[config.mk]
export PLATFORM = sky130hd
export DESIGN_NAME = opnd_ea_unit
export DESIGN_NICKNAME = d
export VERILOG_FILES = /design/src/rtl/opnd_ea_pkg.sv /design/src/rtl/ea_step_sel.sv /design/src/rtl/ea_align_chk.sv /design/src/rtl/ea_ctrl.sv /design/src/rtl/opnd_ea_unit.sv
export SDC_FILE = /design/constraint.sdc
export NUM_CORES = 1
export LEC_CHECK = 0
export ABC_AREA = 1
export BUFFER_PORTS_ARGS = -buffer_cell sky130_fd_sc_hd__buf_2
export CAP_MARGIN = 40
export CELL_PAD_IN_SITES_DETAIL_PLACEMENT = 0
export CELL_PAD_IN_SITES_GLOBAL_PLACEMENT = 1
export CORE_ASPECT_RATIO = 0.9
export CORE_MARGIN = 2
export CORE_UTILIZATION = 38
export DETAILED_ROUTE_END_ITERATION = 10
export PLACE_DENSITY_LB_ADDON = 0.25
export RECOVER_POWER = 100
export SLEW_MARGIN = 20
export SYNTH_ARGS = -nofsm -noshare
export SYNTH_HDL_FRONTEND = slang
export SYNTH_SLANG_ARGS = --single-unit
[constraint.sdc]
create_clock -name clk_i -period 2.38 [get_ports clk_i]
set_input_delay 0.238 -clock clk_i [delete_from_list [all_inputs] [get_ports clk_i]]
set_output_delay 0.238 -clock clk_i [all_outputs]
set_load 0.01 [all_outputs]
[src/rtl/opnd_ea_pkg.sv]
package opnd_ea_pkg;

  typedef enum logic [2:0] {
    AM_REG     = 3'd0,
    AM_REG_DEF = 3'd1,
    AM_INC     = 3'd2,
    AM_INC_DEF = 3'd3,
    AM_DEC     = 3'd4,
    AM_DEC_DEF = 3'd5,
    AM_IDX     = 3'd6,
    AM_IDX_DEF = 3'd7
  } addr_mode_e;

  typedef enum logic [2:0] {
    ST_IDLE,
    ST_REG,
    ST_DISP,
    ST_SUM,
    ST_PTR,
    ST_FIN
  } ea_state_e;

  function automatic logic mode_is_indirect(addr_mode_e m);
    return (m == AM_INC_DEF) || (m == AM_DEC_DEF) || (m == AM_IDX_DEF);
  endfunction

endpackage

[src/rtl/ea_step_sel.sv]
module ea_step_sel
  import opnd_ea_pkg::*;
#(
  parameter int DW   = 16,
  parameter int NREG = 8,
  localparam int RW  = $clog2(NREG)
) (
  input  logic          clk_i,
  input  logic          rst_ni,
  input  addr_mode_e    mode_i,
  input  logic [RW-1:0] reg_i,
  input  logic          byte_i,
  output logic [DW-1:0] step_o
);
  localparam int SP_IDX = NREG - 2;

  logic unit_step;

  // stack pointer and program counter always move by a whole word
  assign unit_step = byte_i && !mode_is_indirect(mode_i) && (int'(reg_i) < SP_IDX);
  assign step_o    = unit_step ? DW'(1) : DW'(2);

  p_step_range_r5: assert property (@(posedge clk_i) disable iff (!rst_ni)
    (step_o == DW'(1)) || (step_o == DW'(2)));

  p_wide_regs_r5: assert property (@(posedge clk_i) disable iff (!rst_ni)
    (int'(reg_i) >= SP_IDX) |-> (step_o == DW'(2)));

endmodule

[src/rtl/ea_align_chk.sv]
module ea_align_chk #(
  parameter int DW = 16
) (
  input  logic          clk_i,
  input  logic          rst_ni,
  input  logic          fin_i,
  input  logic          reg_dir_i,
  input  logic          byte_i,
  input  logic [DW-1:0] addr_i,
  output logic          done_o,
  output logic          align_err_o
);
  logic misaligned;

  assign misaligned  = !reg_dir_i && !byte_i && addr_i[0];
  assign done_o      = fin_i && !misaligned;
  assign align_err_o = fin_i && misaligned;

  p_strobe_excl_r9: assert property (@(posedge clk_i) disable iff (!rst_ni)
    !(done_o && align_err_o));

  p_err_cause_r9: assert property (@(posedge clk_i) disable iff (!rst_ni)
    align_err_o |-> (!byte_i && !reg_dir_i && addr_i[0]));

  p_strobe_pulse_r9: assert property (@(posedge clk_i) disable iff (!rst_ni)
    (done_o || align_err_o) |=> !(done_o || align_err_o));

endmodule

[src/rtl/ea_ctrl.sv]
module ea_ctrl
  import opnd_ea_pkg::*;
#(
  parameter int DW   = 16,
  parameter int NREG = 8,
  localparam int RW  = $clog2(NREG),
  localparam int SW  = 3 + RW
) (
  input  logic          clk_i,
  input  logic          rst_ni,
  input  logic          start_i,
  input  logic [SW-1:0] spec_i,
  input  logic          byte_i,
  input  logic [DW-1:0] step_i,
  output addr_mode_e    mode_o,
  output logic [RW-1:0] reg_o,
  output logic          byte_o,
  output logic          busy_o,
  output logic [RW-1:0] rf_raddr_o,
  input  logic [DW-1:0] rf_rdata_i,
  output logic          rf_we_o,
  output logic [RW-1:0] rf_waddr_o,
  output logic [DW-1:0] rf_wdata_o,
  output logic          mem_req_o,
  output logic [DW-1:0] mem_addr_o,
  input  logic          mem_ready_i,
  input  logic [DW-1:0] mem_rdata_i,
  output logic          fin_o,
  output logic [DW-1:0] addr_o,
  output logic          reg_dir_o
);
  localparam int SP_IDX = NREG - 2;
  localparam int PC_IDX = NREG - 1;
  localparam logic [RW-1:0] PC_SEL = RW'(PC_IDX);

  ea_state_e     state_q, state_d;
  addr_mode_e    mode_q;
  logic [RW-1:0] reg_q;
  logic          byte_q;
  logic          regdir_q;
  logic [DW-1:0] addr_q;
  logic [DW-1:0] disp_q;

  logic          is_inc, is_dec, mem_fire;
  logic [DW-1:0] reg_plus, reg_minus;

  assign is_inc    = (mode_q == AM_INC) || (mode_q == AM_INC_DEF);
  assign is_dec    = (mode_q == AM_DEC) || (mode_q == AM_DEC_DEF);
  assign reg_plus  = rf_rdata_i + step_i;
  assign reg_minus = rf_rdata_i - step_i;
  assign mem_fire  = mem_req_o && mem_ready_i;

  assign mode_o    = mode_q;
  assign reg_o     = reg_q;
  assign byte_o    = byte_q;
  assign busy_o    = (state_q != ST_IDLE);
  assign fin_o     = (state_q == ST_FIN);
  assign addr_o    = addr_q;
  assign reg_dir_o = regdir_q;

  // datapath steering
  always_comb begin
    rf_raddr_o = reg_q;
    rf_we_o    = 1'b0;
    rf_waddr_o = reg_q;
    rf_wdata_o = reg_plus;
    mem_req_o  = 1'b0;
    mem_addr_o = addr_q;
    unique case (state_q)
      ST_REG: begin
        rf_we_o    = is_inc || is_dec;
        rf_wdata_o = is_dec ? reg_minus : reg_plus;
      end
      ST_DISP: begin
        rf_raddr_o = PC_SEL;
        rf_waddr_o = PC_SEL;
        mem_req_o  = 1'b1;
        mem_addr_o = rf_rdata_i;
        rf_we_o    = mem_ready_i;
        rf_wdata_o = rf_rdata_i + DW'(2);
      end
      ST_PTR: mem_req_o = 1'b1;
      default: ;
    endcase
  end

  always_comb begin
    state_d = state_q;
    unique case (state_q)
      ST_IDLE: if (start_i) state_d = ST_REG;
      ST_REG: begin
        unique case (mode_q)
          AM_REG, AM_REG_DEF, AM_INC, AM_DEC: state_d = ST_FIN;
          AM_INC_DEF, AM_DEC_DEF:             state_d = ST_PTR;
          default:                            state_d = ST_DISP;
        endcase
      end
      ST_DISP: if (mem_ready_i) state_d = ST_SUM;
      ST_SUM:  state_d = (mode_q == AM_IDX_DEF) ? ST_PTR : ST_FIN;
      ST_PTR:  if (mem_ready_i) state_d = ST_FIN;
      default: state_d = ST_IDLE;
    endcase
  end

  always_ff @(posedge clk_i or negedge rst_ni) begin
    if (!rst_ni) begin
      state_q  <= ST_IDLE;
      mode_q   <= AM_REG;
      reg_q    <= '0;
      byte_q   <= 1'b0;
      regdir_q <= 1'b0;
      addr_q   <= '0;
      disp_q   <= '0;
    end else begin
      state_q <= state_d;
      unique case (state_q)
        ST_IDLE: if (start_i) begin
          mode_q   <= addr_mode_e'(spec_i[SW-1 -: 3]);
          reg_q    <= spec_i[RW-1:0];
          byte_q   <= byte_i;
          regdir_q <= 1'b0;
        end
        ST_REG: begin
          regdir_q <= (mode_q == AM_REG);
          addr_q   <= is_dec ? reg_minus : rf_rdata_i;
        end
        ST_DISP: if (mem_ready_i) disp_q <= mem_rdata_i;
        ST_SUM:  addr_q <= rf_rdata_i + disp_q;
        ST_PTR:  if (mem_ready_i) addr_q <= mem_rdata_i;
        default: ;
      endcase
    end
  end

  p_req_hold_r8: assert property (@(posedge clk_i) disable iff (!rst_ni)
    (mem_req_o && !mem_ready_i) |=> (mem_req_o && $stable(mem_addr_o)));

  p_pc_word_step_r6: assert property (@(posedge clk_i) disable iff (!rst_ni)
    (rf_we_o && rf_waddr_o == PC_SEL) |->
      ((rf_wdata_o == rf_rdata_i + DW'(2)) || (rf_wdata_o == rf_rdata_i - DW'(2))));

  p_sp_word_step_r5: assert property (@(posedge clk_i) disable iff (!rst_ni)
    (rf_we_o && rf_waddr_o == RW'(SP_IDX)) |->
      ((rf_wdata_o == rf_rdata_i + DW'(2)) || (rf_wdata_o == rf_rdata_i - DW'(2))));

  p_start_ignored_r10: assert property (@(posedge clk_i) disable iff (!rst_ni)
    (busy_o && start_i) |=> ($stable(mode_q) && $stable(reg_q) && $stable(byte_q)));

  p_regdir_quiet_r1: assert property (@(posedge clk_i) disable iff (!rst_ni)
    (busy_o && mode_q == AM_REG) |-> (!mem_req_o && !rf_we_o));

  p_mem_fire_state_r7: assert property (@(posedge clk_i) disable iff (!rst_ni)
    mem_fire |-> (mode_q >= AM_INC_DEF) && (mode_q != AM_DEC));

endmodule

[src/rtl/opnd_ea_unit.sv]
module opnd_ea_unit
  import opnd_ea_pkg::*;
#(
  parameter int DW   = 16,
  parameter int NREG = 8,
  localparam int RW  = $clog2(NREG),
  localparam int SW  = 3 + RW
) (
  input  logic          clk_i,
  input  logic          rst_ni,
  input  logic          start_i,
  input  logic [SW-1:0] spec_i,
  input  logic          byte_i,
  output logic          busy_o,
  output logic [RW-1:0] rf_raddr_o,
  input  logic [DW-1:0] rf_rdata_i,
  output logic          rf_we_o,
  output logic [RW-1:0] rf_waddr_o,
  output logic [DW-1:0] rf_wdata_o,
  output logic          mem_req_o,
  output logic [DW-1:0] mem_addr_o,
  input  logic          mem_ready_i,
  input  logic [DW-1:0] mem_rdata_i,
  output logic          done_o,
  output logic          align_err_o,
  output logic [DW-1:0] ea_o,
  output logic          reg_dir_o,
  output logic [RW-1:0] reg_sel_o
);
  addr_mode_e    mode;
  logic [RW-1:0] reg_idx;
  logic          byte_op;
  logic [DW-1:0] step;
  logic          fin;

  ea_ctrl #(.DW(DW), .NREG(NREG)) u_ctrl (
    .clk_i       (clk_i),
    .rst_ni      (rst_ni),
    .start_i     (start_i),
    .spec_i      (spec_i),
    .byte_i      (byte_i),
    .step_i      (step),
    .mode_o      (mode),
    .reg_o       (reg_idx),
    .byte_o      (byte_op),
    .busy_o      (busy_o),
    .rf_raddr_o  (rf_raddr_o),
    .rf_rdata_i  (rf_rdata_i),
    .rf_we_o     (rf_we_o),
    .rf_waddr_o  (rf_waddr_o),
    .rf_wdata_o  (rf_wdata_o),
    .mem_req_o   (mem_req_o),
    .mem_addr_o  (mem_addr_o),
    .mem_ready_i (mem_ready_i),
    .mem_rdata_i (mem_rdata_i),
    .fin_o       (fin),
    .addr_o      (ea_o),
    .reg_dir_o   (reg_dir_o)
  );

  ea_step_sel #(.DW(DW), .NREG(NREG)) u_step (
    .clk_i  (clk_i),
    .rst_ni (rst_ni),
    .mode_i (mode),
    .reg_i  (reg_idx),
    .byte_i (byte_op),
    .step_o (step)
  );

  ea_align_chk #(.DW(DW)) u_align (
    .clk_i       (clk_i),
    .rst_ni      (rst_ni),
    .fin_i       (fin),
    .reg_dir_i   (reg_dir_o),
    .byte_i      (byte_op),
    .addr_i      (ea_o),
    .done_o      (done_o),
    .align_err_o (align_err_o)
  );

  assign reg_sel_o = reg_idx;

endmodule

### Word-level counts from Yosys, hierarchy flattened

Cells that the tools add are included.

* flip-flop bits (word level): 43
* output and inout bits: 63
* logic and storage cells: 72

* add/sub/neg operators: 4
* $lt $le $gt $ge: 1
* equality and inequality tests: 14
* mux-type cells: 18
* reductions and logical operators: 28

Operator list (number)
* $mux W16: 4
* $pmux W16 S3: 1
* $add A16 B16 Y16: 2
* $pmux W16 S2: 1
* $add A16 B2 Y16 const B: 1
* $sub A16 B16 Y16: 1
* $eq A3 B3 Y1 const B: 5
* $pmux W3 S5: 1
* $eq A3 B2 Y1 const B: 4
* $mux W3: 4
* $reduce_and A2 Y1: 4
* $eq A3 B1 Y1 const B: 2
* $logic_and A1 B1 Y1: 6
* $logic_not A3 Y1: 2
* $ne A2 B2 Y1 const B: 3
* $pmux W3 S2: 1
* $reduce_bool A3 Y1: 2
* $logic_or A1 B1 Y1: 5
* $logic_not A1 Y1: 4
* $pmux W1 S2: 2
* $reduce_or A2 Y1: 2
* $reduce_or A4 Y1: 1
* $lt A3 B3 Y1 const B: 1
* $mux W1: 3
* other kinds (3): 3

### Logic depth before layout (Yosys ltp)

Gate-level depths: netlist (run 1).

* depth after elaboration: 10
* gate-level depth with buffers: 17
* depth with buffers taken out: 17

### Modules after synthesis

Synthesis (run 1) repeated with hierarchy kept, for this count alone.

* cells, all modules: 992
* area total of the unflattened synthesis: 5967.0 um^2

Modules (own cells, without submodules)
* ea_ctrl: times used 1, cells each 962, area each 5793.1 um^2, seq. area each 1076.0 um^2
* ea_step_sel: times used 1, cells each 25, area each 151.4 um^2, seq. area each 0.0 um^2
* ea_align_chk: times used 1, cells each 5, area each 22.5 um^2, seq. area each 0.0 um^2

### Least setup slack after synthesis (run 1)

Ideal clock, no wire load.

* path type: reg2out
* from: reg u_ctrl.mode_q[1] (netlist: u_ctrl.mode_o[1])
* to: out rf_wdata_o[10]
* arrival: 2.003 ns
* slack: 0.139 ns
* cell stages (with the launch flop): 12
* buffers on the path: 0
* cells stage by stage: dfrtp_1 > o21ai_0 > nand3_1 > inv_1 > ha_1 > fa_1 > inv_1 > nor2_4 > nand2_1 > nor2_1 > xor2_1 > o221ai_1

* word-level cells in the longest chain between the ends: 10

RTL lines
* start: declaration: line ea_ctrl.sv:37 `addr_mode_e mode_q;`
* start signal: assignment: line ea_ctrl.sv:118 `mode_q <= addr_mode_e'(spec_i[SW-1 -: 3]);`
* $eq A3 B2 Y1 or $eq A3 B3 Y1 (tied branches): line opnd_ea_pkg.sv:24, ea_ctrl.sv:48
* $logic_or A1 B1 Y1 (2 in series): line opnd_ea_pkg.sv:24 `return (m == AM_INC_DEF) || (m == AM_DEC_DEF) || (m == AM_IDX_DEF);`
* $logic_not A1 Y1: line ea_step_sel.sv:20 `assign unit_step = byte_i && !mode_is_indirect(mode_i) && (int'(reg_i) < SP_IDX);`
* $logic_and A1 B1 Y1 (2 in series): line ea_step_sel.sv:20
* $mux W2: line ea_step_sel.sv:21 `assign step_o = unit_step ? DW'(1) : DW'(2);`
* $add A16 B16 Y16 or $sub A16 B16 Y16 (tied branches): line ea_ctrl.sv:49, ea_ctrl.sv:50
* $mux W16: line ea_ctrl.sv:72 `rf_wdata_o = is_dec ? reg_minus : reg_plus;`
* $pmux W16 S2 *: line ea_ctrl.sv:69 `unique case (state_q)`
* end: declaration: line opnd_ea_unit.sv:19 `output logic [DW-1:0] rf_wdata_o,`

Every way passes the cells marked *; elsewhere a longest branch is shown, timed or not.

### Worst setup path after layout (run 1)

* from: reg u_ctrl.mode_q[2] (netlist: u_ctrl.mode_o[2])
* to: out rf_wdata_o[11]

The elaborated chain is that of the path after synthesis.

==> impl_summary.log, run 1 <==
INFO  metric clk_root_buffer_cell = sky130_fd_sc_hd__clkbuf_16
INFO  metric route.detailed.wl_per_inst = 16.7 um
INFO  metric critical_path.endpoint_type = output pin
INFO  metric cpMaxStageDelayCell = sky130_fd_sc_hd__dfrtp_1
INFO  metric synth.cell_area = between 0.004 and 0.005 mm^2
INFO  metric max-slew-margin-rel = 0.219
INFO  metric cts.sink_count = 43
INFO  metric grt.overflow.total = 0
INFO  metric first_pass_grt_wire_length = about 28 mm
INFO  metric setup_repair_after_global_routing_missed_its_margin = yes
INFO  metric die_area = between 0.01 and 0.015 mm^2
INFO  metric clock_insertion_delay_worst_skew = about 0.29 ns
INFO  metric worst_slew_pin_slew = ~1.2 ns
INFO  metric antenna_cells = 0
INFO  metric die_width = between 100 and 150 um
INFO  metric netlist.top_cell.by_area = sky130_fd_sc_hd__dfrtp_1
INFO  metric ffs_latches_synth = 43
INFO  metric worst-endpoint-required = between 2 and 2.5 ns
INFO  metric synthesis.area_per_instance = 6.03 um^2
INFO  metric dp.final_hpwl = 13.9 mm
INFO  metric gp_congestion = between 0.9 and 1
INFO  metric placement_rows = 38
INFO  metric power_switching = around 0.0038 W
INFO  metric max_cap_viol_count = 0
INFO  metric instance_area_after_placement = around 0.0055 mm^2
INFO  metric initialDrtViolationCount = a little over 400
INFO  metric grt_antenna_before_repair = 0
INFO  metric clockBufferDepth = 2
INFO  metric pwr-share-clk = 0.097
INFO  metric swShare = 0.534
INFO  metric htree_levels = 2
INFO  metric grt_start_max_net_pins = 31
INFO  metric timing.reg2reg.setup_slack = about 0.09 ns
INFO  metric final_critical_path_setup_slack = -0.228 ns
INFO  metric async_flop_share = 1.00
INFO  metric cp_num_buf_inv = 3
INFO  metric cts-buffers-inserted = 5
INFO  metric synth.area.top_cells = sky130_fd_sc_hd__dfrtp_1, sky130_fd_sc_hd__nand2_1, sky130_fd_sc_hd__inv_1
INFO  metric crit_start = u_ctrl.mode_o[2]$_DFFE_PN0P_
INFO  metric fmax = ~380 MHz
INFO  metric worst-endpoint-arrival = 2.37 ns
INFO  metric final_report_setup_violation_count = 15
INFO  metric final_antenna_net_count = 0
INFO  metric final_util = 0.479
INFO  metric tritoncts_clock_tree = built
INFO  metric die_height = 110 um
INFO  metric report.final.slew_viol_count = 0
INFO  metric yosys_warnings = 0
INFO  metric drt_drc_violations_left = 0
INFO  metric outcome = finished, violations left
INFO  metric ys.flop_type = sky130_fd_sc_hd__dfrtp_1
INFO  metric hp-start = spec_i[0]
INFO  metric power.density = 1210 mW/mm^2
INFO  metric syn_inst = between 700 and 800
INFO  metric critical_path.most_common_cell = sky130_fd_sc_hd__buf_4
INFO  metric worst_r2r_endpoint = u_ctrl.addr_o[14]$_DFFE_PN0P_
INFO  metric core_area = approximately 0.012 mm^2
INFO  metric initial_core_util = 0.392
INFO  metric path_delay_family = compound AO/OA/AOI/OAI gates
INFO  metric vias = ~5600
INFO  metric fillCellCount = about 1400
INFO  metric skew = roughly 0.0055 ns
INFO  metric stdcell_area = a little under 0.006 mm^2
INFO  metric critical-path-max-stage-delay = a little under 0.4 ns
INFO  metric yosysUniqueCellTypes = between 40 and 50
INFO  metric grt_pass1_vias = roughly 5200
INFO  metric class_of_the_tightest_hold_or_removal_check = primary input to register
INFO  metric violations = negative setup slack
INFO  metric timing.setup.critical_path_class = register to output pin
INFO  metric io_pins = around 110
INFO  metric irDropWorstVdd = 597 uV
INFO  metric final_routed_wirelength_across_all_metal_layers = roughly 18 mm
INFO  metric finalCriticalPeriod = around 2.6 ns
INFO  metric detail_route.vias_per_cell = ~5.2
INFO  metric synth_enable_flop_cells = 0
INFO  metric crit_fanout = 3
INFO  metric worst_r2r_path_depth = 16
INFO  metric critical_path_depth = 11
INFO  metric syn_nets = 858
INFO  metric min_delay_worst_endpoint = u_ctrl.reg_o[0]$_DFFE_PN0P_
INFO  metric port_buffers = 105
INFO  metric grt_usage = 0.271
INFO  metric worstSetupStartpointType = register
INFO  metric drive_above_1_share = 0.193
INFO  metric yosys.area.top_type_share = 0.225
INFO  metric cts.clk_slew.worst_paths = roughly 0.06 ns
INFO  metric power_frac_seq = 0.197
INFO  metric syn2layout_area_growth = 22.1%
INFO  metric timing_hold_violations_final = 0
INFO  metric first_pass_iters = 5
INFO  metric final_min_period_over_clock_period = 1.10
INFO  metric yosysSeqAreaShare = 0.225
INFO  metric layout.nets = 970
INFO  metric static-leakage-power = approximately 3 nW
INFO  metric cp_cell_sequence = o21ai_2 > nand3_4 > ha_4 > a21oi_2 > nor2_4 > buf_4 > buf_4 > nand3_1 > xor2_1 > o221ai_2 > buf_2
INFO  metric timing.hold.worst_path_depth = 2
INFO  metric worst_r2r_startpoint = u_ctrl.mode_o[2]$_DFFE_PN0P_
INFO  metric intPower = ~0.0033 W
INFO  metric power.combinational.fraction = 0.706
[through the flow]
stage | setup slack (ns) | total power, W | std cells | hold slack [ns] | setup TNS (ns)
final | -0.228 | 0.00706 | 1065 | 0.179 | -2.13
after detailed placement | -0.116 | 0.00617 | 1050 | 0.193 | -0.542
after global routing | -0.319 | 0.00776 | 1065 | 0.184 | -4.07
after global placement | 0.0292 | 0.00614 | 1050 | 0.196 | 0
after floorplan | 0.139 | 0.00450 | 792 | -0.0576 | 0
after CTS | -0.207 | 0.00702 | 1061 | 0.174 | -1.98
[layout by cell type, fill, tap and decap left out, drive strengths merged]
master / Yosys / layout
a21oi: 28 / 28
a221oi: 1 / 1
a31oi: 1 / 1
a32oi: 1 / 1
a41oi: 2 / 2
and2: 1 / 1
and3: 1 / 1
buf: 28 / 91
clkbuf: 6 / 53
clkinv: 0 / 1
clkinvlp: 0 / 1
dfrtp: 43 / 43
dlygate4sd3: 0 / 1
fa: 3 / 3
ha: 20 / 20
inv: 114 / 114
mux2: 7 / 7
nand2: 252 / 252
nand3: 69 / 69
nand3b: 5 / 5
nand4: 5 / 5
nor2: 82 / 82
nor3: 6 / 6
nor4: 3 / 3
o211ai: 2 / 2
o21ai: 78 / 78
o221ai: 9 / 9
o22ai: 1 / 1
or2: 16 / 16
xnor2: 1 / 1
xor2: 7 / 7
[sequential cells by signal (all words and copies together), names as in the netlist]
| signal | cells |
|---|---|
| u_ctrl.addr_o | 16 |
| u_ctrl.byte_o | 1 |
| u_ctrl.disp_q | 16 |
| u_ctrl.mode_o | 3 |
| u_ctrl.reg_dir_o | 1 |
| u_ctrl.reg_o | 3 |
| u_ctrl.state_q | 3 |
[how the worst max path moves through the flow]
stage	slack, ns	to
final	-0.23	rf_wdata_o[11]
after global routing	-0.32	rf_wdata_o[14]
after CTS	-0.21	rf_wdata_o[15]
after detailed placement	-0.12	rf_wdata_o[8]
after global placement	0.03	rf_wdata_o[10]
after floorplan	0.14	rf_wdata_o[10]
[synth_stat cells (9+ instances only)]
cell,instances
sky130_fd_sc_hd__inv_1,109
sky130_fd_sc_hd__nor2_1,70
sky130_fd_sc_hd__o221ai_1,9
sky130_fd_sc_hd__nand2_1,247
sky130_fd_sc_hd__a21oi_1,28
sky130_fd_sc_hd__buf_4,13
sky130_fd_sc_hd__dfrtp_1,43
sky130_fd_sc_hd__ha_1,20
sky130_fd_sc_hd__buf_2,13
sky130_fd_sc_hd__o21ai_0,72
sky130_fd_sc_hd__nand3_1,67
[repair_timing]
action                                 4_1_cts  5_1_grt
resized for setup                           32       27
buffers inserted                             2        4
setup endpoints to repair                   20       18
hold buffers                                 1        0
pin swaps                                   18        9
endpoints found under the hold margin       17        0
[routing by layer]
metal / share of wire / global-route usage
met1: 0.46 / 0.382
met2: 0.45 / 0.443
met3: 0.074 / 0.0396
met4: 0.011 / 0.0567
met5: 0 / 0
[power by group through the flow]
stage | sequential [W] | combinational [W] | clock (W)
after detailed placement | 0.00139 | 0.00479 | 0
after global routing | 0.00143 | 0.00559 | 0.000731
after floorplan | 0.00141 | 0.00309 | 0
after global placement | 0.00137 | 0.00476 | 0
final | 0.00139 | 0.00499 | 0.000685
after CTS | 0.00139 | 0.00494 | 0.000697
[worst register-to-register path: stages (launching register included)]
cell and delay (ns):
sky130_fd_sc_hd__dfrtp_1 0.39, sky130_fd_sc_hd__o21ai_2 0.20, sky130_fd_sc_hd__nand3_4 0.15, sky130_fd_sc_hd__buf_4 0.19
sky130_fd_sc_hd__fa_2 0.39, sky130_fd_sc_hd__inv_2 0.11, sky130_fd_sc_hd__nor2_4 0.05, sky130_fd_sc_hd__nand2_1 0.06
sky130_fd_sc_hd__nand2_1 0.04, sky130_fd_sc_hd__nand2_1 0.07, sky130_fd_sc_hd__nand2_2 0.07, sky130_fd_sc_hd__buf_4 0.14
sky130_fd_sc_hd__nand2_1 0.05, sky130_fd_sc_hd__nand2_1 0.05, sky130_fd_sc_hd__nand3_1 0.16, sky130_fd_sc_hd__nand2_1 0.07
sky130_fd_sc_hd__inv_1 0.05
[kinds of logic (layout without fill, tap and decap cells)]
logic type	count (synthesis)	after routing	synth area share
flops	43	43	0.225
buf+inv	148	261	0.134
compound gates	123	123	0.141
xor+xnor	8	8	0.0147
fa+ha+maj	23	23	0.0650
simple gates	440	440	0.401
mux	7	7	0.0189
[area by class of cell]
class	instances	area [um^2]	area share
well taps	160	200	0.0343
clock inverters	2	12.5	0.00215
flip-flops and latches	43	1080	0.185
repair buffers	139	722	0.124
clock buffers	6	129	0.0221
multi-input cells	601	3250	0.558
inverters	114	438	0.0751
(Power assumes the default switching activity.)
==> inputs of run 2 (changes only) <==
--- a/config.mk
+++ b/config.mk
@@ -7,13 +7,14 @@
 export LEC_CHECK = 0
 export ABC_AREA = 1
 export BUFFER_PORTS_ARGS = -buffer_cell sky130_fd_sc_hd__buf_2
-export CAP_MARGIN = 40
+export CAP_MARGIN = 20
 export CELL_PAD_IN_SITES_DETAIL_PLACEMENT = 0
 export CELL_PAD_IN_SITES_GLOBAL_PLACEMENT = 1
 export CORE_ASPECT_RATIO = 0.9
 export CORE_MARGIN = 2
 export CORE_UTILIZATION = 38
 export DETAILED_ROUTE_END_ITERATION = 10
+export GPL_TIMING_DRIVEN = 0
 export PLACE_DENSITY_LB_ADDON = 0.25
 export RECOVER_POWER = 100
 export SLEW_MARGIN = 20
==> impl_summary.log, run 2 (synthesized netlist as in run 1, its figures left out) <==
INFO  metric initial_core_util = 0.392 (unchanged)
INFO  metric crit_fanout = 4 (+1)
INFO  metric dp.final_hpwl = 14.2 mm (+2.3%)
INFO  metric mostFrequentLayoutCells = sky130_fd_sc_hd__nand2_1, sky130_fd_sc_hd__inv_1, sky130_fd_sc_hd__buf_2
INFO  metric fmax = 375 MHz (-2.2%)
INFO  metric grt_usage = 0.271 (+0.000491)
INFO  metric multi_input_gate_area = 0.00324 mm^2 (-0.50%)
INFO  metric final_min_period_over_clock_period = 1.12 (+0.0252)
INFO  metric timing.reg2reg.setup_slack = 0.07 ns (-0.02 ns)
INFO  metric final_util = 0.487 (+0.00822)
INFO  metric gp_congestion = 0.954 (+3.0%)
INFO  metric vias = 5720 (+2.4%)
INFO  metric class_of_the_tightest_hold_or_removal_check = primary input to register
INFO  metric final_report_setup_violation_count = 16 (+1)
INFO  metric finalCriticalPeriod = 2.67 ns (+0.0599 ns)
INFO  metric io_pins = 106 (unchanged)
INFO  metric clockBufferDepth = 2 (unchanged)
INFO  metric worst_r2r_startpoint = u_ctrl.mode_o[2]$_DFFE_PN0P_
INFO  metric port_buffers = 104 (-0.95%)
INFO  metric timing.setup.critical_path_class = register to output pin
INFO  metric first_pass_iters = 5 (unchanged)
INFO  metric drive_above_1_share = 0.220 (+0.0266)
INFO  metric worst_r2r_path_depth = 19 (+3)
INFO  metric die_height = 110 um (unchanged)
INFO  metric violations = negative setup slack
INFO  metric timing.setup.tns = -2.96 ns (-0.836 ns)
INFO  metric syn2layout_area_growth = 24.2%
INFO  metric hp-start = spec_i[1]
INFO  metric cts-buffers-inserted = 5 (unchanged)
INFO  metric grt_antenna_before_repair = 1 (+1)
INFO  metric layout.nets = 988 (+1.9%)
INFO  metric clock_insertion_delay_worst_skew = 0.29 ns (about the same)
INFO  metric core_area = 0.0122 mm^2 (unchanged)
INFO  metric worst-endpoint-arrival = 2.43 ns (+0.06 ns)
INFO  metric area.sequential = 0.00108 mm^2 (unchanged)
INFO  metric final_antenna_net_count = 0 (unchanged)
INFO  metric worstSetupStartpointType = register
INFO  metric tritoncts_clock_tree = built
INFO  metric irDropWorstVdd = 660 uV (+10%)
INFO  metric worst_r2r_endpoint = u_ctrl.addr_o[5]$_DFFE_PN0P_
INFO  metric min_delay_worst_endpoint = u_ctrl.reg_o[1]$_DFFE_PN0P_
INFO  metric skew = 0.00422 ns (-0.00125 ns)
INFO  metric cts.sink_count = 43 (unchanged)
INFO  metric timing.hold.worst_path_depth = 2 (unchanged)
INFO  metric die_width = 122 um (unchanged)
INFO  metric htree_levels = 2 (unchanged)
INFO  metric final_routed_wirelength_across_all_metal_layers = 17.9 mm (+0.45%)
INFO  metric grt_pass1_vias = 5336 (+2.1%)
INFO  metric final_critical_path_setup_slack = -0.288 ns (-0.0599 ns)
INFO  metric grt_start_max_net_pins = 44 (+42%)
INFO  metric first_pass_grt_wire_length = 27.8 mm (-0.71%)
INFO  metric worst-endpoint-required = 2.14 ns (about the same)
INFO  metric initialDrtViolationCount = 352 (-15%)
INFO  metric setup_repair_after_global_routing_missed_its_margin = yes
INFO  metric power.density = 1210 mW/mm^2 (-0.33%)
INFO  metric critical_path.endpoint_type = output pin
INFO  metric outcome = finished, violations left
INFO  metric cts.clk_slew.worst_paths = 0.06 ns (about the same)
INFO  metric fillCellCount = 1364 (-2.5%)
INFO  metric worst_slew_pin_slew = 1.15 ns (-0.0154 ns)
INFO  metric mostFrequentLayoutCell = sky130_fd_sc_hd__nand2_1
INFO  metric max-slew-margin-rel = 0.233 (+0.0131)
INFO  metric static-leakage-power = 3.14 nW (+4.2%)
INFO  metric clk_root_buffer_cell = sky130_fd_sc_hd__clkbuf_16
INFO  metric drt_drc_violations_left = 0 (unchanged)
INFO  metric grt.overflow.total = 0 (unchanged)
INFO  metric detail_route.vias_per_cell = 5.28 (+0.68%)
INFO  metric report.final.slew_viol_count = 0 (unchanged)
INFO  metric route.detailed.wl_per_inst = 16.5 um (-1.2%)
INFO  metric placement_rows = 38 (unchanged)
INFO  metric max_cap_viol_count = 0 (unchanged)
INFO  metric die_area = 0.0135 mm^2 (unchanged)
INFO  metric timing_hold_violations_final = 0 (unchanged)
INFO  metric antenna_cells = 0 (unchanged)
-- run 2: cell count changes in the layout (fill, tap and decap cells not counted), moves of 4 or more --
cell / before / now
sky130_fd_sc_hd__o221ai_1: 1 / 5
sky130_fd_sc_hd__buf_6: 1 / 5
sky130_fd_sc_hd__clkbuf_1: 47 / 36
sky130_fd_sc_hd__o221ai_2: 8 / 4
sky130_fd_sc_hd__buf_2: 61 / 88
-- run 2: worst max path at each step --
stage	start	cells after the start	end	slack (ns)
6_report	u_ctrl.mode_o[2]$_DFFE_PN0P_	12	rf_wdata_o[10]	-0.29
5_1_grt	u_ctrl.mode_o[2]$_DFFE_PN0P_	13	rf_wdata_o[15]	-0.40
4_1_cts	u_ctrl.mode_o[1]$_DFFE_PN0P_	15	rf_wdata_o[14]	-0.27
3_5_place_dp	u_ctrl.mode_o[1]$_DFFE_PN0P_	12	rf_wdata_o[10]	-0.38
3_3_place_gp	u_ctrl.mode_o[1]$_DFFE_PN0P_	12	rf_wdata_o[10]	-0.31
2_1_floorplan	u_ctrl.mode_o[1]$_DFFE_PN0P_	11	rf_wdata_o[10]	0.14
-- run 2: final cells by class --
class / instances / share of cell area
multi-input combinational: 601 / 0.546
sequential: 43 / 0.181
timing repair buffer: 124 / 0.109
inverter: 114 / 0.0730
buffer: 33 / 0.0342
tap: 160 / 0.0337
clock buffer: 7 / 0.0224
clock inverter: 1 / 0.000844
-- run 2: per-stage QoR --
| stage | power (W) | instances | cell area, um^2 | hold slack, ns | setup slack, ns |
|---|---|---|---|---|---|
| after floorplan | 0.00450 | 792 | 4780 | -0.0576 | 0.139 |
| after global placement | 0.00608 | 1056 | 5500 | 0.460 | -0.307 |
| after detailed placement | 0.00616 | 1056 | 5500 | 0.472 | -0.377 |
| after CTS | 0.00713 | 1077 | 5880 | 0.163 | -0.269 |
| after global routing | 0.00784 | 1083 | 5930 | 0.176 | -0.404 |
| final | 0.00716 | 1083 | 5930 | 0.174 | -0.288 |
-- run 2: where the power goes --
group	internal, W	switching, W
Clock	0.000389	0.000300
Combinational	0.00190	0.00317
Sequential	0.00109	0.000309
-- run 2: repair_timing --
action	CTS	global route
endpoints found under the hold margin	0	10
pin swaps	19	10
gates resized for setup	43	21
setup endpoints to repair	28	21
setup buffers	13	6
hold buffers	0	1
cloned	0	0
-- run 2: worst max-delay path, stage by stage (launching register included) --
cell                       delay (ns)
sky130_fd_sc_hd__dfrtp_1         0.39
sky130_fd_sc_hd__o21ai_2         0.18
sky130_fd_sc_hd__nand3_4         0.17
sky130_fd_sc_hd__buf_4           0.18
sky130_fd_sc_hd__buf_6           0.10
sky130_fd_sc_hd__fa_2            0.34
sky130_fd_sc_hd__inv_2           0.08
sky130_fd_sc_hd__nor2_4          0.05
sky130_fd_sc_hd__nand2_2         0.09
sky130_fd_sc_hd__nor2_2          0.05
sky130_fd_sc_hd__xor2_1          0.17
sky130_fd_sc_hd__o221ai_2        0.19
sky130_fd_sc_hd__buf_2           0.16
-- run 2: layer usage --
layer / share of wire / track usage / vias up
met5: 0 / 0 / -
met4: 0.018 / 0.0665 / 0
met3: 0.084 / 0.0412 / 31
met2: 0.44 / 0.435 / 227
met1: 0.46 / 0.384 / 2671
li1: - / - / 2791
==> inputs of run 3 (changes only) <==
--- a/config.mk
+++ b/config.mk
@@ -11,12 +11,12 @@
 export CELL_PAD_IN_SITES_DETAIL_PLACEMENT = 0
 export CELL_PAD_IN_SITES_GLOBAL_PLACEMENT = 1
 export CORE_ASPECT_RATIO = 0.9
-export CORE_MARGIN = 2
 export CORE_UTILIZATION = 38
 export DETAILED_ROUTE_END_ITERATION = 10
 export GPL_TIMING_DRIVEN = 0
 export PLACE_DENSITY_LB_ADDON = 0.25
 export RECOVER_POWER = 100
+export REMOVE_ABC_BUFFERS = 1
 export SLEW_MARGIN = 20
 export SYNTH_ARGS = -nofsm -noshare
 export SYNTH_HDL_FRONTEND = slang
==> impl_summary.log, run 3 (synthesized netlist as in run 1, its figures left out) <==
INFO  metric timing.reg2reg.setup_slack = -0.20 ns (-0.27 ns)
INFO  metric worst-endpoint-arrival = 2.49 ns (+0.06 ns)
INFO  metric io_pins = 106 (unchanged)
INFO  metric placement_rows = 38 (unchanged)
INFO  metric worstSetupStartpointType = register
INFO  metric max-slew-margin-rel = 0.175 (-0.0580)
INFO  metric cts-buffers-inserted = 5 (unchanged)
INFO  metric hold_buffers = 0 (unchanged)
INFO  metric critical-path-max-stage-delay = 0.44 ns (+0.05 ns)
INFO  metric final_routed_wirelength_across_all_metal_layers = 18.4 mm (+2.9%)
INFO  metric gp_congestion = 0.873 (-8.5%)
INFO  metric port_buffers = 105 (+0.96%)
INFO  metric dp.final_hpwl = 12.4 mm (-13%)
INFO  metric setup_repair_after_global_routing_missed_its_margin = yes
INFO  metric timing.setup.tns = -4.72 ns (-1.76 ns)
INFO  metric die_width = 120 um (-1.6%)
INFO  metric grt.overflow.total = 0 (unchanged)
INFO  metric layout.nets = 971 (-1.7%)
INFO  metric mostFrequentLayoutCells = sky130_fd_sc_hd__nand2_1, sky130_fd_sc_hd__inv_1, sky130_fd_sc_hd__buf_2
INFO  metric first_pass_iters = 6 (+1)
INFO  metric violations = negative setup slack
INFO  metric fmax = 366 MHz (-2.4%)
INFO  metric hp-start = spec_i[0]
INFO  metric cp_cell_sequence = o21ai_4 > nand3_4 > inv_4 > ha_4 > fa_2 > inv_2 > nor2_4 > nand2_2 > inv_2 > nand2_1 > o21ai_2 > o221ai_2 > buf_2
INFO  metric final_report_setup_violation_count = 18 (+2)
INFO  metric clk_root_buffer_cell = sky130_fd_sc_hd__clkbuf_16
INFO  metric final_min_period_over_clock_period = 1.15 (+0.0270)
INFO  metric critical_path.endpoint_type = output pin
INFO  metric cts.sink_count = 43 (unchanged)
INFO  metric detail_route.vias_per_cell = 5.36 (+1.5%)
INFO  metric tritoncts_clock_tree = built
INFO  metric drive_above_1_share = 0.253 (+0.0328)
INFO  metric stdcell_area = 0.00607 mm^2 (+2.3%)
INFO  metric grt_start_max_net_pins = 44 (unchanged)
INFO  metric cpMaxStageDelayCell = sky130_fd_sc_hd__dfrtp_2
INFO  metric initialDrtViolationCount = 439 (+25%)
INFO  metric die_height = 108 um (-1.8%)
INFO  metric grt_antenna_before_repair = 0 (-1)
INFO  metric worst_slew_pin_slew = 1.24 ns (+0.0869 ns)
INFO  metric initial_core_util = 0.392 (unchanged)
INFO  metric clockBufferDepth = 2 (unchanged)
INFO  metric vias = 5717 (-0.052%)
INFO  metric max_cap_viol_count = 0 (unchanged)
INFO  metric drt_drc_violations_left = 0 (unchanged)
INFO  metric mostFrequentLayoutCell = sky130_fd_sc_hd__nand2_1
INFO  metric final_util = 0.499 (+0.0112)
INFO  metric first_pass_grt_wire_length = 27.7 mm (-0.37%)
INFO  metric die_area = 0.0130 mm^2 (-3.4%)
INFO  metric skew = 0.00580 ns (+0.00159 ns)
INFO  metric grt_usage = 0.282 (+0.0104)
INFO  metric timing_hold_violations_final = 0 (unchanged)
INFO  metric finalCriticalPeriod = 2.73 ns (+0.0642 ns)
INFO  metric syn2layout_area_growth = 27.0%
INFO  metric cts.clk_slew.worst_paths = 0.07 ns (about the same)
INFO  metric min_delay_worst_endpoint = u_ctrl.reg_o[0]$_DFFE_PN0P_
INFO  metric instance_area_after_placement = 0.00530 mm^2 (-3.6%)
INFO  metric antenna_cells = 0 (unchanged)
INFO  metric worst_r2r_startpoint = u_ctrl.state_q[2]$_DFFE_PN0P_
INFO  metric route.detailed.wl_per_inst = 17.3 um (+4.5%)
INFO  metric place_ws = -0.597 ns (-0.220 ns)
INFO  metric power.density = 1240 mW/mm^2 (+2.5%)
INFO  metric clock_insertion_delay_worst_skew = 0.31 ns (+0.02 ns)
INFO  metric final_critical_path_setup_slack = -0.353 ns (-0.0642 ns)
INFO  metric outcome = finished, violations left
INFO  metric htree_levels = 2 (unchanged)
INFO  metric timing.setup.critical_path_class = register to output pin
INFO  metric static-leakage-power = 3.15 nW (about the same)
INFO  metric worst_r2r_endpoint = u_ctrl.addr_o[3]$_DFFE_PN0P_
INFO  metric class_of_the_tightest_hold_or_removal_check = primary input to register
INFO  metric worst-endpoint-required = 2.14 ns (about the same)
INFO  metric grt_pass1_vias = 5116 (-4.1%)
INFO  metric timing.hold.worst_path_depth = 2 (unchanged)
INFO  metric core_area = 0.0122 mm^2 (unchanged)
INFO  metric crit_fanout = 4 (unchanged)
INFO  metric final_antenna_net_count = 0 (unchanged)
INFO  metric critical_path.most_common_cell = sky130_fd_sc_hd__inv_2
INFO  metric worst_r2r_path_depth = 8 (-11)
INFO  metric irDropWorstVdd = 649 uV (-1.6%)
INFO  metric report.final.slew_viol_count = 0 (unchanged)
-- run 3: report_power, final --
part | internal, W | switching (W)
Sequential | 0.00109 | 0.000340
Clock | 0.000390 | 0.000336
Combinational | 0.00199 | 0.00336
-- run 3: routing by layer --
metal / vias up / global-route usage / routed length [um] / part of all wire
li1: 2765 / - / - / -
met1: 2630 / 0.394 / 8520 / 0.46
met2: 285 / 0.439 / 8020 / 0.44
met3: 37 / 0.0390 / 1360 / 0.074
met4: 0 / 0.104 / 484 / 0.026
met5: - / 0 / 0 / 0
-- run 3: what timing repair did --
item	4_1_cts	5_1_grt
setup buffers	15	17
hold endpoints to repair	0	0
gates cloned	3	0
setup endpoints to repair	70	26
gates resized for setup	64	39
pin swaps	28	21
-- run 3: worst max path at each step --
| stage | startpoint | end | cells after the start | slack [ns] |
|---|---|---|---|---|
| 3_5_place_dp | u_ctrl.state_q[2]$_DFFE_PN0P_ | rf_we_o | 6 | -0.60 |
| 2_1_floorplan | u_ctrl.state_q[2]$_DFFE_PN0P_ | u_ctrl.disp_q[1]$_DFFE_PN0P_ | 5 | 0.11 |
| 3_3_place_gp | u_ctrl.state_q[2]$_DFFE_PN0P_ | rf_we_o | 6 | -0.95 |
| 5_1_grt | u_ctrl.mode_o[1]$_DFFE_PN0P_ | rf_wdata_o[14] | 14 | -0.44 |
| 6_report | u_ctrl.mode_o[1]$_DFFE_PN0P_ | rf_wdata_o[8] | 13 | -0.35 |
| 4_1_cts | u_ctrl.mode_o[1]$_DFFE_PN0P_ | rf_wdata_o[14] | 15 | -0.28 |
-- run 3: critical path, delay by kind of cell (launching register included) --
| family | cells | cell delay [ns] |
|---|---|---|
| DFF | 1 | 0.44 |
| and+or+nand+nor | 4 | 0.50 |
| adders and majority gates | 2 | 0.36 |
| buffers and inverters | 4 | 0.42 |
| AOI/OAI and AO/OA | 3 | 0.47 |
-- run 3: area by class of cell --
class | count | area, um^2
Clock buffer | 7 | 133
Clock inverter | 1 | 5.00
Fill cell | 1312 | 6100
Inverter | 114 | 448
Multi-Input combinational cell | 604 | 3450
Sequential cell | 43 | 1080
Tap cell | 160 | 200
Timing Repair Buffer | 137 | 758
-- run 3: metrics by stage --
step / instances / hold slack (ns) / power [W]
6_report: 1066 / 0.163 / 0.00751
5_1_grt: 1066 / 0.168 / 0.00812
4_1_cts: 1049 / 0.155 / 0.00722
3_5_place_dp: 1023 / 0.476 / 0.00594
3_3_place_gp: 1023 / 0.470 / 0.00586
2_1_floorplan: 758 / -0.0576 / 0.00431
